[src/rtl/nor_seq_pkg.sv]
package nor_seq_pkg;

    typedef enum logic [1:0] {OP_RESET, OP_ID, OP_PROG, OP_ERASE} op_e;
    typedef enum logic [1:0] {ST_OK, ST_TIMEOUT, ST_VERIFY} stat_e;
    typedef enum logic [2:0] {K_WR, K_RD_MFR, K_RD_DEV, K_POLL, K_CHECK, K_END} kind_e;

    localparam int          KEY_ADDR_A  = 32'h555;
    localparam int          KEY_ADDR_B  = 32'h2AA;
    localparam logic [15:0] KEY_DATA_A  = 16'h00AA;
    localparam logic [15:0] KEY_DATA_B  = 16'h0055;
    localparam logic [15:0] CODE_RESET  = 16'h00F0;
    localparam logic [15:0] CODE_ID     = 16'h0090;
    localparam logic [15:0] CODE_PROG   = 16'h00A0;
    localparam logic [15:0] CODE_ERS_A  = 16'h0080;
    localparam logic [15:0] CODE_ERS_B  = 16'h0030;
    localparam logic [15:0] BLANK_WORD  = 16'hFFFF;
    localparam int          TOGGLE_BIT  = 6;

endpackage

[src/rtl/nor_bus_cycle.sv]
module nor_bus_cycle #(
    parameter int AW            = 11,
    parameter int STROBE_CYCLES = 3
) (
    input  logic          clk,
    input  logic          rst_n,
    input  logic          start,
    input  logic          wr,
    input  logic [AW-1:0] addr,
    input  logic [15:0]   wdata,
    output logic          idle,
    output logic          cyc_done,
    output logic [15:0]   rdata,
    output logic [AW:0]   bus_addr,
    output logic [15:0]   bus_dq_out,
    output logic          bus_dq_oe,
    input  logic [15:0]   bus_dq_in,
    output logic          bus_ce_n,
    output logic          bus_we_n,
    output logic          bus_oe_n
);
    localparam int CNT_W = $clog2(STROBE_CYCLES + 1);

    typedef enum logic [1:0] {PH_IDLE, PH_SETUP, PH_STROBE, PH_HOLD} ph_e;

    typedef struct packed {
        ph_e             ph;
        logic            wr;
        logic [AW-1:0]   addr;
        logic [15:0]     wdata;
        logic [CNT_W-1:0] cnt;
        logic [15:0]     rdata;
    } cyc_t;

    cyc_t c_d, c_q;

    always_comb begin
        c_d = c_q;
        unique case (c_q.ph)
            PH_IDLE: if (start) begin
                c_d.ph    = PH_SETUP;
                c_d.wr    = wr;
                c_d.addr  = addr;
                c_d.wdata = wdata;
                c_d.cnt   = '0;
            end
            PH_SETUP: c_d.ph = PH_STROBE;
            PH_STROBE: begin
                if (c_q.cnt == CNT_W'(STROBE_CYCLES - 1)) begin
                    c_d.ph = PH_HOLD;
                    if (!c_q.wr) c_d.rdata = bus_dq_in;
                end else begin
                    c_d.cnt = c_q.cnt + 1'b1;
                end
            end
            default: c_d.ph = PH_IDLE;
        endcase
    end

    always_ff @(posedge clk or negedge rst_n) begin
        if (!rst_n) c_q <= '{ph: PH_IDLE, default: '0};
        else        c_q <= c_d;
    end

    assign idle       = (c_q.ph == PH_IDLE);
    assign cyc_done   = (c_q.ph == PH_HOLD);
    assign rdata      = c_q.rdata;
    assign bus_addr   = {c_q.addr, 1'b0};
    assign bus_dq_out = c_q.wdata;
    assign bus_dq_oe  = c_q.wr && (c_q.ph != PH_IDLE);
    assign bus_ce_n   = (c_q.ph == PH_IDLE);
    assign bus_we_n   = !(c_q.wr && c_q.ph == PH_STROBE);
    assign bus_oe_n   = !(!c_q.wr && c_q.ph == PH_STROBE);

    // strobes exclusive, write data driven during strobe, setup and hold stability
    a_r3_strobe_excl: assert property (@(posedge clk) disable iff (!rst_n)
        !(!bus_we_n && !bus_oe_n));
    a_r3_drive_on_we: assert property (@(posedge clk) disable iff (!rst_n)
        !bus_we_n |-> bus_dq_oe);
    a_r3_setup_stable: assert property (@(posedge clk) disable iff (!rst_n)
        $fell(bus_we_n) |-> ($stable(bus_addr) && $stable(bus_dq_out)));
    a_r3_hold_stable: assert property (@(posedge clk) disable iff (!rst_n)
        $rose(bus_we_n) |-> ($stable(bus_addr) && $stable(bus_dq_out) && !bus_ce_n));

endmodule

[src/rtl/nor_poll_limit.sv]
module nor_poll_limit #(
    parameter int CW = 7
) (
    input  logic          clk,
    input  logic          rst_n,
    input  logic          clr,
    input  logic          tick,
    input  logic [CW-1:0] limit,
    output logic          last
);
    logic [CW-1:0] cnt_d, cnt_q;

    always_comb begin
        cnt_d = cnt_q;
        if (clr)       cnt_d = '0;
        else if (tick) cnt_d = cnt_q + 1'b1;
    end

    always_ff @(posedge clk or negedge rst_n) begin
        if (!rst_n) cnt_q <= '0;
        else        cnt_q <= cnt_d;
    end

    assign last = (cnt_q >= limit - 1'b1);

    // the poll count never passes the selected limit
    a_r7_count_bounded: assert property (@(posedge clk) disable iff (!rst_n)
        tick |-> (cnt_q < limit));

endmodule

[src/rtl/nor_cmd_seq.sv]
module nor_cmd_seq
    import nor_seq_pkg::*;
#(
    parameter int AW             = 11,
    parameter int STROBE_CYCLES  = 3,
    parameter int SECTOR_WORDS   = 16,
    parameter int PROG_POLL_MAX  = 16,
    parameter int ERASE_POLL_MAX = 64
) (
    input  logic          clk,
    input  logic          rst_n,
    input  logic          req_valid,
    output logic          req_ready,
    input  logic [1:0]    req_op,
    input  logic [AW-1:0] req_addr,
    input  logic [15:0]   req_data,
    output logic          done,
    output logic [1:0]    done_status,
    output logic [AW-1:0] fail_addr,
    output logic [15:0]   mfr_id,
    output logic [15:0]   dev_id,
    output logic [AW:0]   flash_addr,
    output logic [15:0]   flash_dq_out,
    output logic          flash_dq_oe,
    input  logic [15:0]   flash_dq_in,
    output logic          flash_ce_n,
    output logic          flash_we_n,
    output logic          flash_oe_n
);
    localparam int SW_W   = $clog2(SECTOR_WORDS);
    localparam int PMAX   = (PROG_POLL_MAX > ERASE_POLL_MAX) ? PROG_POLL_MAX : ERASE_POLL_MAX;
    localparam int CW     = $clog2(PMAX + 1);
    localparam logic [3:0] STEP_END = 4'hF;

    typedef struct packed {
        kind_e         kind;
        logic [AW-1:0] addr;
        logic [15:0]   data;
    } act_t;

    typedef struct packed {
        logic            busy;
        op_e             op;
        logic [AW-1:0]   addr;
        logic [15:0]     data;
        logic [3:0]      step;
        logic            issued;
        logic            have_prev;
        logic            prev6;
        logic [SW_W-1:0] off;
        stat_e           status;
        logic [AW-1:0]   fail_addr;
        logic [15:0]     mfr;
        logic [15:0]     dev;
        logic            done;
    } seq_t;

    function automatic act_t unl(input logic [1:0] idx, input logic [15:0] code,
                                 input logic [AW-1:0] a);
        act_t r;
        r.kind = K_WR;
        unique case (idx)
            2'd0:    begin r.addr = AW'(KEY_ADDR_A); r.data = KEY_DATA_A; end
            2'd1:    begin r.addr = AW'(KEY_ADDR_B); r.data = KEY_DATA_B; end
            default: begin r.addr = a;               r.data = code;       end
        endcase
        return r;
    endfunction

    function automatic act_t script(input seq_t s);
        act_t          r;
        logic [AW-1:0] key, base, pick;
        key  = AW'(KEY_ADDR_A);
        base = {s.addr[AW-1:SW_W], {SW_W{1'b0}}};
        pick = {s.addr[AW-1:SW_W], s.off};
        r    = '{kind: K_END, addr: '0, data: '0};
        unique case (s.op)
            OP_RESET: if (s.step < 4'd3) r = unl(2'(s.step), CODE_RESET, key);
            OP_ID: begin
                if      (s.step < 4'd3)   r = unl(2'(s.step), CODE_ID, key);
                else if (s.step == 4'd3)  r = '{kind: K_RD_MFR, addr: AW'(0), data: '0};
                else if (s.step < 4'd7)   r = unl(2'(s.step - 4'd4), CODE_RESET, key);
                else if (s.step < 4'd10)  r = unl(2'(s.step - 4'd7), CODE_ID, key);
                else if (s.step == 4'd10) r = '{kind: K_RD_DEV, addr: AW'(1), data: '0};
                else if (s.step < 4'd14)  r = unl(2'(s.step - 4'd11), CODE_RESET, key);
            end
            OP_PROG: begin
                if      (s.step < 4'd3)  r = unl(2'(s.step), CODE_PROG, key);
                else if (s.step == 4'd3) r = '{kind: K_WR,    addr: s.addr, data: s.data};
                else if (s.step == 4'd4) r = '{kind: K_POLL,  addr: s.addr, data: '0};
                else if (s.step == 4'd5) r = '{kind: K_CHECK, addr: s.addr, data: s.data};
            end
            default: begin
                if      (s.step < 4'd3)  r = unl(2'(s.step), CODE_ERS_A, key);
                else if (s.step < 4'd6)  r = unl(2'(s.step - 4'd3), CODE_ERS_B, base);
                else if (s.step == 4'd6) r = '{kind: K_POLL,  addr: base, data: '0};
                else if (s.step == 4'd7) r = '{kind: K_CHECK, addr: pick, data: BLANK_WORD};
            end
        endcase
        return r;
    endfunction

    seq_t          s_d, s_q;
    act_t          act;
    logic          eng_start, eng_idle, eng_done;
    logic [15:0]   eng_rdata;
    logic          tmr_clr, tmr_tick, tmr_last;
    logic [CW-1:0] tmr_limit;

    always_comb begin
        s_d       = s_q;
        s_d.done  = 1'b0;
        eng_start = 1'b0;
        tmr_clr   = 1'b0;
        tmr_tick  = 1'b0;
        act       = script(s_q);
        if (!s_q.busy) begin
            if (req_valid) begin
                s_d.busy      = 1'b1;
                s_d.op        = op_e'(req_op);
                s_d.addr      = req_addr;
                s_d.data      = req_data;
                s_d.step      = '0;
                s_d.issued    = 1'b0;
                s_d.have_prev = 1'b0;
                s_d.off       = '0;
                s_d.status    = ST_OK;
                s_d.fail_addr = '0;
                tmr_clr       = 1'b1;
            end
        end else if (act.kind == K_END) begin
            s_d.busy = 1'b0;
            s_d.done = 1'b1;
        end else if (!s_q.issued) begin
            if (eng_idle) begin
                eng_start  = 1'b1;
                s_d.issued = 1'b1;
            end
        end else if (eng_done) begin
            s_d.issued = 1'b0;
            unique case (act.kind)
                K_RD_MFR: begin s_d.mfr = eng_rdata; s_d.step = s_q.step + 1'b1; end
                K_RD_DEV: begin s_d.dev = eng_rdata; s_d.step = s_q.step + 1'b1; end
                K_POLL: begin
                    if (s_q.have_prev && eng_rdata[TOGGLE_BIT] == s_q.prev6) begin
                        s_d.step = s_q.step + 1'b1;
                    end else if (tmr_last) begin
                        s_d.status = ST_TIMEOUT;
                        s_d.step   = STEP_END;
                    end else begin
                        s_d.have_prev = 1'b1;
                        s_d.prev6     = eng_rdata[TOGGLE_BIT];
                        tmr_tick      = 1'b1;
                    end
                end
                K_CHECK: begin
                    if (eng_rdata != act.data) begin
                        s_d.status    = ST_VERIFY;
                        s_d.fail_addr = act.addr;
                        s_d.step      = STEP_END;
                    end else if (s_q.op == OP_ERASE && s_q.off != SW_W'(SECTOR_WORDS - 1)) begin
                        s_d.off = s_q.off + 1'b1;
                    end else begin
                        s_d.step = s_q.step + 1'b1;
                    end
                end
                default: s_d.step = s_q.step + 1'b1;
            endcase
        end
    end

    always_ff @(posedge clk or negedge rst_n) begin
        if (!rst_n) s_q <= '{op: OP_RESET, status: ST_OK, default: '0};
        else        s_q <= s_d;
    end

    assign tmr_limit = CW'((s_q.op == OP_ERASE) ? ERASE_POLL_MAX : PROG_POLL_MAX);

    nor_poll_limit #(.CW(CW)) u_limit (
        .clk   (clk),
        .rst_n (rst_n),
        .clr   (tmr_clr),
        .tick  (tmr_tick),
        .limit (tmr_limit),
        .last  (tmr_last)
    );

    nor_bus_cycle #(.AW(AW), .STROBE_CYCLES(STROBE_CYCLES)) u_bus (
        .clk        (clk),
        .rst_n      (rst_n),
        .start      (eng_start),
        .wr         (act.kind == K_WR),
        .addr       (act.addr),
        .wdata      (act.data),
        .idle       (eng_idle),
        .cyc_done   (eng_done),
        .rdata      (eng_rdata),
        .bus_addr   (flash_addr),
        .bus_dq_out (flash_dq_out),
        .bus_dq_oe  (flash_dq_oe),
        .bus_dq_in  (flash_dq_in),
        .bus_ce_n   (flash_ce_n),
        .bus_we_n   (flash_we_n),
        .bus_oe_n   (flash_oe_n)
    );

    assign req_ready   = !s_q.busy;
    assign done        = s_q.done;
    assign done_status = s_q.status;
    assign fail_addr   = s_q.fail_addr;
    assign mfr_id      = s_q.mfr;
    assign dev_id      = s_q.dev;

    // single done pulse per request, acceptance makes the block busy
    a_r11_done_pulse: assert property (@(posedge clk) disable iff (!rst_n)
        done |=> !done);
    a_r11_accept_busy: assert property (@(posedge clk) disable iff (!rst_n)
        (req_valid && req_ready) |=> !req_ready);
    a_r11_bus_quiet_idle: assert property (@(posedge clk) disable iff (!rst_n)
        (req_ready && !done) |-> flash_we_n);
    // byte address is even while the chip is selected
    a_r2_even_addr: assert property (@(posedge clk) disable iff (!rst_n)
        !flash_ce_n |-> !flash_addr[0]);
    // timeouts only come from operations that poll
    a_r7_timeout_src: assert property (@(posedge clk) disable iff (!rst_n)
        (done && done_status == ST_TIMEOUT) |-> (s_q.op == OP_PROG || s_q.op == OP_ERASE));
    // verify failures only come from program or erase
    a_r8_verify_src: assert property (@(posedge clk) disable iff (!rst_n)
        (done && done_status == ST_VERIFY) |-> (s_q.op == OP_PROG || s_q.op == OP_ERASE));

endmodule

[config.mk]
export PLATFORM = sky130hd
export DESIGN_NAME = nor_cmd_seq
export DESIGN_NICKNAME = d
export VERILOG_FILES = /design/src/rtl/nor_seq_pkg.sv /design/src/rtl/nor_bus_cycle.sv /design/src/rtl/nor_poll_limit.sv /design/src/rtl/nor_cmd_seq.sv
export SDC_FILE = /design/constraint.sdc
export NUM_CORES = 1
export LEC_CHECK = 0
export ABC_CLOCK_PERIOD_IN_PS = 5300
export BUFFER_PORTS_ARGS = -buffer_cell sky130_fd_sc_hd__buf_4
export CAP_MARGIN = 20
export CORE_ASPECT_RATIO = 1.75
export CORE_MARGIN = 10
export CORE_UTILIZATION = 62
export DETAILED_ROUTE_END_ITERATION = 10
export HOLD_SLACK_MARGIN = 0.03
export PLACE_DENSITY = 0.83
export SETUP_SLACK_MARGIN = 0.5
export SYNTH_ARGS = -nofsm -noshare
export SYNTH_HDL_FRONTEND = slang
export SYNTH_SLANG_ARGS = --single-unit
[constraint.sdc]
create_clock -name clk -period 5.3 [get_ports clk]
set_input_delay 1.06 -clock clk [delete_from_list [all_inputs] [get_ports clk]]
set_output_delay 1.06 -clock clk [all_outputs]
set_load 0.03 [all_outputs]
* After elaboration in Yosys (flattened, before gate mapping)
Index checks and enable logic that the tools add are counted.
** Word-level totals
- Bits in registers :: 142
- Input bits :: 48
- Output and inout port bits :: 79
- Logic and storage cells :: 197
** Operators by class
- Add/sub/neg operators :: 9
- Magnitude comparators :: 6
- Equality and inequality tests :: 45
- Muxes and demuxes :: 76
- Bitwise logic cells :: 5
- Reduce and logical (&&, ||, !) cells :: 35
** Operators by type and width (count)
- $pmux W27 S2 :: 8
- $mux W30 :: 13
- $mux W56 :: 2
- $pmux W30 S3 :: 1
- $mux W28 :: 2
- $mux W51 :: 1
- $mux W36 :: 1
- $mux W17 :: 2
- $mux W16 :: 2
- $mux W32 :: 1
- $mux W4 :: 8
- $mux W7 :: 3
- $reduce_and A7 Y1 :: 3
- $mux W1 :: 18
- $eq A4 B3 Y1 const B :: 4
- $ne A16 B16 Y1 :: 1
- $eq A2 B1 Y1 const B :: 7
- $logic_not A2 Y1 :: 7
- $mux W2 :: 7
- $ne A2 B1 Y1 const B :: 7
- $mux W13 :: 1
- $ne A2 B2 Y1 const B :: 6
- $ne A4 B4 Y1 const B :: 3
- $reduce_and A6 Y1 :: 2
- 33 further kinds :: 66

* Longest topological paths before layout
- Depth after elaboration :: 18
- Mapped depth :: 15
- Gate-level depth less buffers :: 10

* Hierarchy
From an unflattened synthesis, not the netlist that was laid out.
** Second synthesis, totals
- Cells, all modules :: 919
- Area, all modules :: 8794.7 µm²
** By module, submodules not included
- nor_cmd_seq :: instances 1, cells an instance 690, area an instance 5913.2 µm², sequential area each 2177.1 µm²
- nor_bus_cycle :: instances 1, cells an instance 168, area an instance 2334.7 µm², sequential area each 1201.2 µm²
- nor_poll_limit :: instances 1, cells an instance 61, area an instance 546.8 µm², sequential area each 175.2 µm²

* Worst setup path after synthesis
No wires, ideal clock.
- Kind :: register -> register
- Start :: register s_q[54] (netlist bit)
- End :: register s_q, in the netlist fail_addr[1]
- Setup time :: 0.079 ns
- Arrival :: 3.354 ns
- Data required time :: 5.221 ns
- Slack :: 1.867 ns
- Stages on the path, launching flop included :: 15
- Path buffers :: 4
- Period minus slack after synthesis :: 3.433 ns
- Cells stage by stage :: dfrtp_1 -> buf_2 -> clkbuf_1 -> inv_1 -> ha_1 -> or4b_1 -> buf_2 -> nand2_1 -> nor3_1 -> a221o_1 -> xor2_1 -> nand4_4 -> o311ai_4 -> buf_6 -> mux2i_1
** Between the ends
- Cells in the longest elaborated chain, start to end :: 16
- Elaborated cells on any way between the ends :: 62
- Those cells by class :: 4 x add/sub; 5 x order compare; 17 x eq/ne; 30 x mux; 6 x reduce/logical
** Ends and longest elaborated chain
- start, declared :: RTL line nor_cmd_seq.sv:103 : seq_t s_d, s_q;
- start signal, assigned :: RTL line nor_cmd_seq.sv:173 : if (!rst_n) s_q <= '{op: OP_RESET, status: ST_OK, default: '0};
- start signal, assigned :: RTL line nor_cmd_seq.sv:174 : else s_q <= s_d;
- $sub A2 B2 Y2 :: RTL line nor_cmd_seq.sv:83, nor_cmd_seq.sv:85, nor_cmd_seq.sv:95
- $eq A2 B1 Y1 / $logic_not A2 Y1 (equally long branches) :: RTL line nor_cmd_seq.sv:62 : unique case (idx)
- $pmux W27 S2 :: RTL line nor_cmd_seq.sv:62
- $mux W30 :: RTL line nor_cmd_seq.sv:85 : else if (s.step < 4'd14) r = unl(2'(s.step - 4'd11), CODE_RESET, key);
- $mux W30 :: RTL line nor_cmd_seq.sv:84 : else if (s.step == 4'd10) r = '{kind: K_RD_DEV, addr: AW'(1), data: '0};
- $mux W30 :: RTL line nor_cmd_seq.sv:83 : else if (s.step < 4'd10) r = unl(2'(s.step - 4'd7), CODE_ID, key);
- $mux W30 :: RTL line nor_cmd_seq.sv:82 : else if (s.step < 4'd7) r = unl(2'(s.step - 4'd4), CODE_RESET, key);
- $mux W30 :: RTL line nor_cmd_seq.sv:81 : else if (s.step == 4'd3) r = '{kind: K_RD_MFR, addr: AW'(0), data: '0};
- $mux W30 :: RTL line nor_cmd_seq.sv:80 : if (s.step < 4'd3) r = unl(2'(s.step), CODE_ID, key);
- $pmux W30 S3 * :: RTL line nor_cmd_seq.sv:77 : unique case (s.op)
- $mux W13 :: RTL line nor_cmd_seq.sv:157 : if (eng_rdata != act.data) begin
- $mux W11 :: RTL line nor_cmd_seq.sv:141 : unique case (act.kind)
- $mux W56 :: RTL line nor_cmd_seq.sv:139 : end else if (eng_done) begin
- $mux W51 :: RTL line nor_cmd_seq.sv:134 : end else if (!s_q.issued) begin
- $mux W56 :: RTL line nor_cmd_seq.sv:131 : end else if (act.kind == K_END) begin
- $mux W17 :: RTL line nor_cmd_seq.sv:117 : if (!s_q.busy) begin
Every way passes the cells marked *; elsewhere a longest branch is shown, timed or not. The select of a mux whose other input is x is not followed.
A chain may end at the register's enable or synchronous reset.

* Worst setup path in the final report
- Start :: register s_q[53] (netlist bit)
- End :: register s_q, in the netlist fail_addr[2]
Same word-level chain as after synthesis.

==> key figures <==
Synthesis
  – Post-synth top flop: dfrtp_1
  – Area fraction in and, or, nand and nor cells after synthesis: a little under a fifth
  – Top post-synthesis cells by area: dfrtp_1 42%, nand2_1 7.8%, buf_4 6.9%, mux2_2 6.4%, o21ai_0 4.3%
  – EDFF count, synth: 0
  – Mux cell area share after synthesis: between 8 and 9%
  – Yosys cell types: 84
  – Post-synthesis register bit count: roughly 140
  – Post-synthesis sequential area ratio: 42.2%
  – Ys Warns: 0
  – Syn_area_per_cell: 9.22 µm²
  – Largest family of logic cells by synthesized area: simple AND/OR/NAND/NOR gates
  – Top-count cell post-synth: nand2_1
  – Post-Synthesis Cells: 913
  – Most frequent cells after synthesis: 175 x nand2_1, 142 x dfrtp_1, 77 x buf_4
  – Cell taking the most area after synthesis: dfrtp_1
  – Mapped Nets: 976
  – Complex-gate fraction of the synthesized area: between 15 and 20%
  – Synth Area in Adders: approximately 2.2%
  – FFs w/ async S/R, synth: 100%
  – Top cell type's share of synthesized area: 42.2%
  – Synthesized cell area: 0.00841 mm²
  – Synthesized-area fraction occupied by xor and xnor cells: between 1 and 1.5%

Routing
  – Vias per cell: ~6.2
  – Wirelength, routed: around 24000 µm
  – Via count: around 7000
  – Detailed-route DRC error count: 0
  – DR pass1 iterations: 7
  – WL/cell: around 21 µm
  – Post-route ant nets: 0
  – Initial drt markers: 440

Setup path
  – Worst endpoint required time: 5.64 ns
  – Max Fanout on Critical Path: 17
  – Setup crit start kind: register
  – Crit path largest cell delay: 0.78 ns
  – Worst endpoint data arrival time: 4.54 ns
  – Worst path cell trace: buf_4 > ha_1 > buf_4 > buf_4 > or4b_1 > nand2_1 > nor3_1 > a221o_1 > xor2_1 > nand4_4 > o311ai_4 > mux2i_1
  – Flop2flop setup slack: approximately 1.1 ns
  – Worst path slowest cell: o311ai_4
  – CP top delay family: simple AND/OR/NAND/NOR gates
  – Buf+Inv Stages, Crit Path: 3
  – CP Capture Type: register
  – Cell mode on critical path: buf_4
  – Crit path kind: reg -> reg

Floorplanning
  – Die ar.: 0.0188 mm²
  – Core area: between 0.01 and 0.015 mm²
  – # rows: 56
  – Die Y-Extent: 174 µm
  – Die X: around 110 µm
  – Initial core utilization: 62.9%
  – Io pins: between 100 and 150

Clock network
  – Insertion delay to the later sink of the worst-skew pair: between 0.4 and 0.5 ns
  – CTS tree: yes
  – Post-CTS sizing: 0
  – Clock buffer count from CTS: 17
  – H-tree lvl count: 4
  – Longest Clk Path Bufs: 2
  – Setup bufs post-CTS: 0
  – Clock transition at path regs: 0.06 ns
  – Root buf cell: clkbuf_16
  – Num Clock Sinks: 142
  – Hold-fix buffers, CTS: 0

Timing
  – Fin Setup TNS: 0 ns
  – Setup ws final: roughly 1.1 ns
  – Fin crit share: 79.2%
  – Skew final: 0.0144 ns
  – Tmin final: approximately 4.2 ns
  – Final Setup Violations: 0
  – Final Hold Slack: 0.480 ns
  – Max_slew headroom: between 20% and 30%
  – Fin. Hold Viols: 0
  – Least-Margin Pin Slew: 1.05 ns
  – Final slew viol count: 0
  – RSZ-0062 raised after global routing: false
  – Fmax: 238 MHz

GRT
  – Largest net degree at the start of global routing: 68
  – Vias in the first global route: 7136
  – Wire length of the first global-routing pass: 38200 µm
  – Gr usage total: 25.8%
  – Antenna violations before repair: 0
  – Overflow after GRT: 0

Placement
  – Routability Congestion: 0.990
  – IO buf count: 125
  – Post-place instance area: a little under 0.009 mm²
  – Placed cell count: 1099
  – Post-DP HPWL: 17700 µm
  – Worst slack, placed: around 1.2 ns

Job
  – Max_cap viols: 0

Power
  – Pwr/cell area: around 650 mW/mm²
  – Worst IR Drop VDD: 300 µV
  – Total Power: between 6 and 7 mW
  – Lkg Pwr: approximately 4.5 nW

Finish
  – Design area: 0.00951 mm²
  – Fin util: a little over 70%
  – ANT cells: 0
  – Post-layout nets: 1007
  – Synthesis-to-finish area growth: 13.0%
  – Layout cells sized above 1: 25.9%
  – Cell Count, Final, Fillers Out: ~1100

Min path
  – Path type of the worst min-delay path: reg -> reg

Status
  – Outcome: finished, final reports clean
## registers in the layout, indices dropped and copies added (netlist names)
| name | count |
|---|---|
| dev_id | 16 |
| done | 1 |
| done_status | 2 |
| fail_addr | 11 |
| mfr_id | 16 |
| s_q | 41 |
| u_bus.bus_addr | 11 |
| u_bus.bus_dq_out | 16 |
| u_bus.c_q | 5 |
| u_bus.rdata | 16 |
| u_limit.cnt_q | 7 |
## routing by layer
metal  GRT usage [%]  part of all wire [%]  vias up
met3            5.26                   5.6       96
met1            26.0                    34     3421
met5               0                     0        -
li1                -                     -     3186
met4            17.0                   6.6        0
met2            46.0                    53      309
## layout by cell type (no fill, tap or decap), types with 4 or more instances in the layout
cell / synthesis / final
a211oi_1: 5 / 5
a21o_1: 5 / 5
a21oi_1: 41 / 41
a22oi_1: 4 / 4
a31oi_1: 6 / 6
and2_1: 6 / 6
and3_1: 8 / 8
buf_4: 77 / 138
clkbuf_16: 0 / 17
dfrtp_1: 142 / 142
ha_1: 15 / 15
inv_1: 19 / 19
inv_6: 0 / 4
inv_8: 0 / 6
mux2_2: 48 / 48
mux2i_1: 19 / 19
nand2_1: 175 / 175
nand2b_1: 10 / 10
nand3_1: 13 / 13
nand3b_1: 5 / 5
nand4_1: 4 / 4
nor2_1: 44 / 44
nor2b_1: 13 / 12
nor3_1: 6 / 6
nor4_1: 5 / 5
o211ai_1: 10 / 10
o21ai_0: 73 / 73
o221ai_1: 7 / 7
o31ai_1: 8 / 8
o32ai_1: 4 / 4
or2_2: 8 / 8
xnor2_1: 6 / 6
xor2_1: 5 / 5
## where the power goes
part / switching [mW] / internal (mW) / leakage (nW)
combinational: 1.95 / 1.07 / 2.39
clock: 0.527 / 0.769 / 0.317
sequential: 0.435 / 1.46 / 1.84
total: 2.91 / 3.31 / 4.55
## path summary, 6_finish.rpt
path                                    from           endpoint  cells past startpoint
max reg2reg                          s_q[53]       fail_addr[2]                     12
min in group asynchronous              rst_n   u_limit.cnt_q[3]                      1
min                        u_bus.bus_addr[6]  u_bus.bus_addr[6]                      2
max                                  s_q[53]       fail_addr[2]                     12
max in group asynchronous              rst_n          mfr_id[0]                      2
min reg2reg                u_bus.bus_addr[6]  u_bus.bus_addr[6]                      2
## cells by family after synthesis
logic type / after synthesis
AO/OA/AOI/OAI: 207
XOR/XNOR: 11
adder cells (fa/ha/maj): 15
buffers and inverters: 147
flip-flops: 142
multiplexers: 67
other: 1
AND/OR/NAND/NOR: 323
## layout make-up
| class | instances | area, µm² |
|---|---|---|
| Inverter | 20 | 75.1 |
| Tap cell | 174 | 218 |
| Multi-Input combinational cell | 624 | 3970 |
| Clock buffer | 17 | 425 |
| Sequential cell | 142 | 3550 |
| Clock inverter | 15 | 214 |
| Fill cell | 1009 | 3880 |
| Timing Repair Buffer | 139 | 1050 |
## worst reg2reg max path, delay by kind of cell (launching register included)
kind                     cells  cell delay, ns
AND/OR/NAND/NOR              4            1.16
AO/OA/AOI/OAI                2            1.09
buffers and inverters        3            0.61
adder cells (fa/ha/maj)      1            0.39
flip-flops                   1            0.36
multiplexers                 1            0.28
XOR/XNOR                     1            0.24
Power figures use the tool's default switching activity.
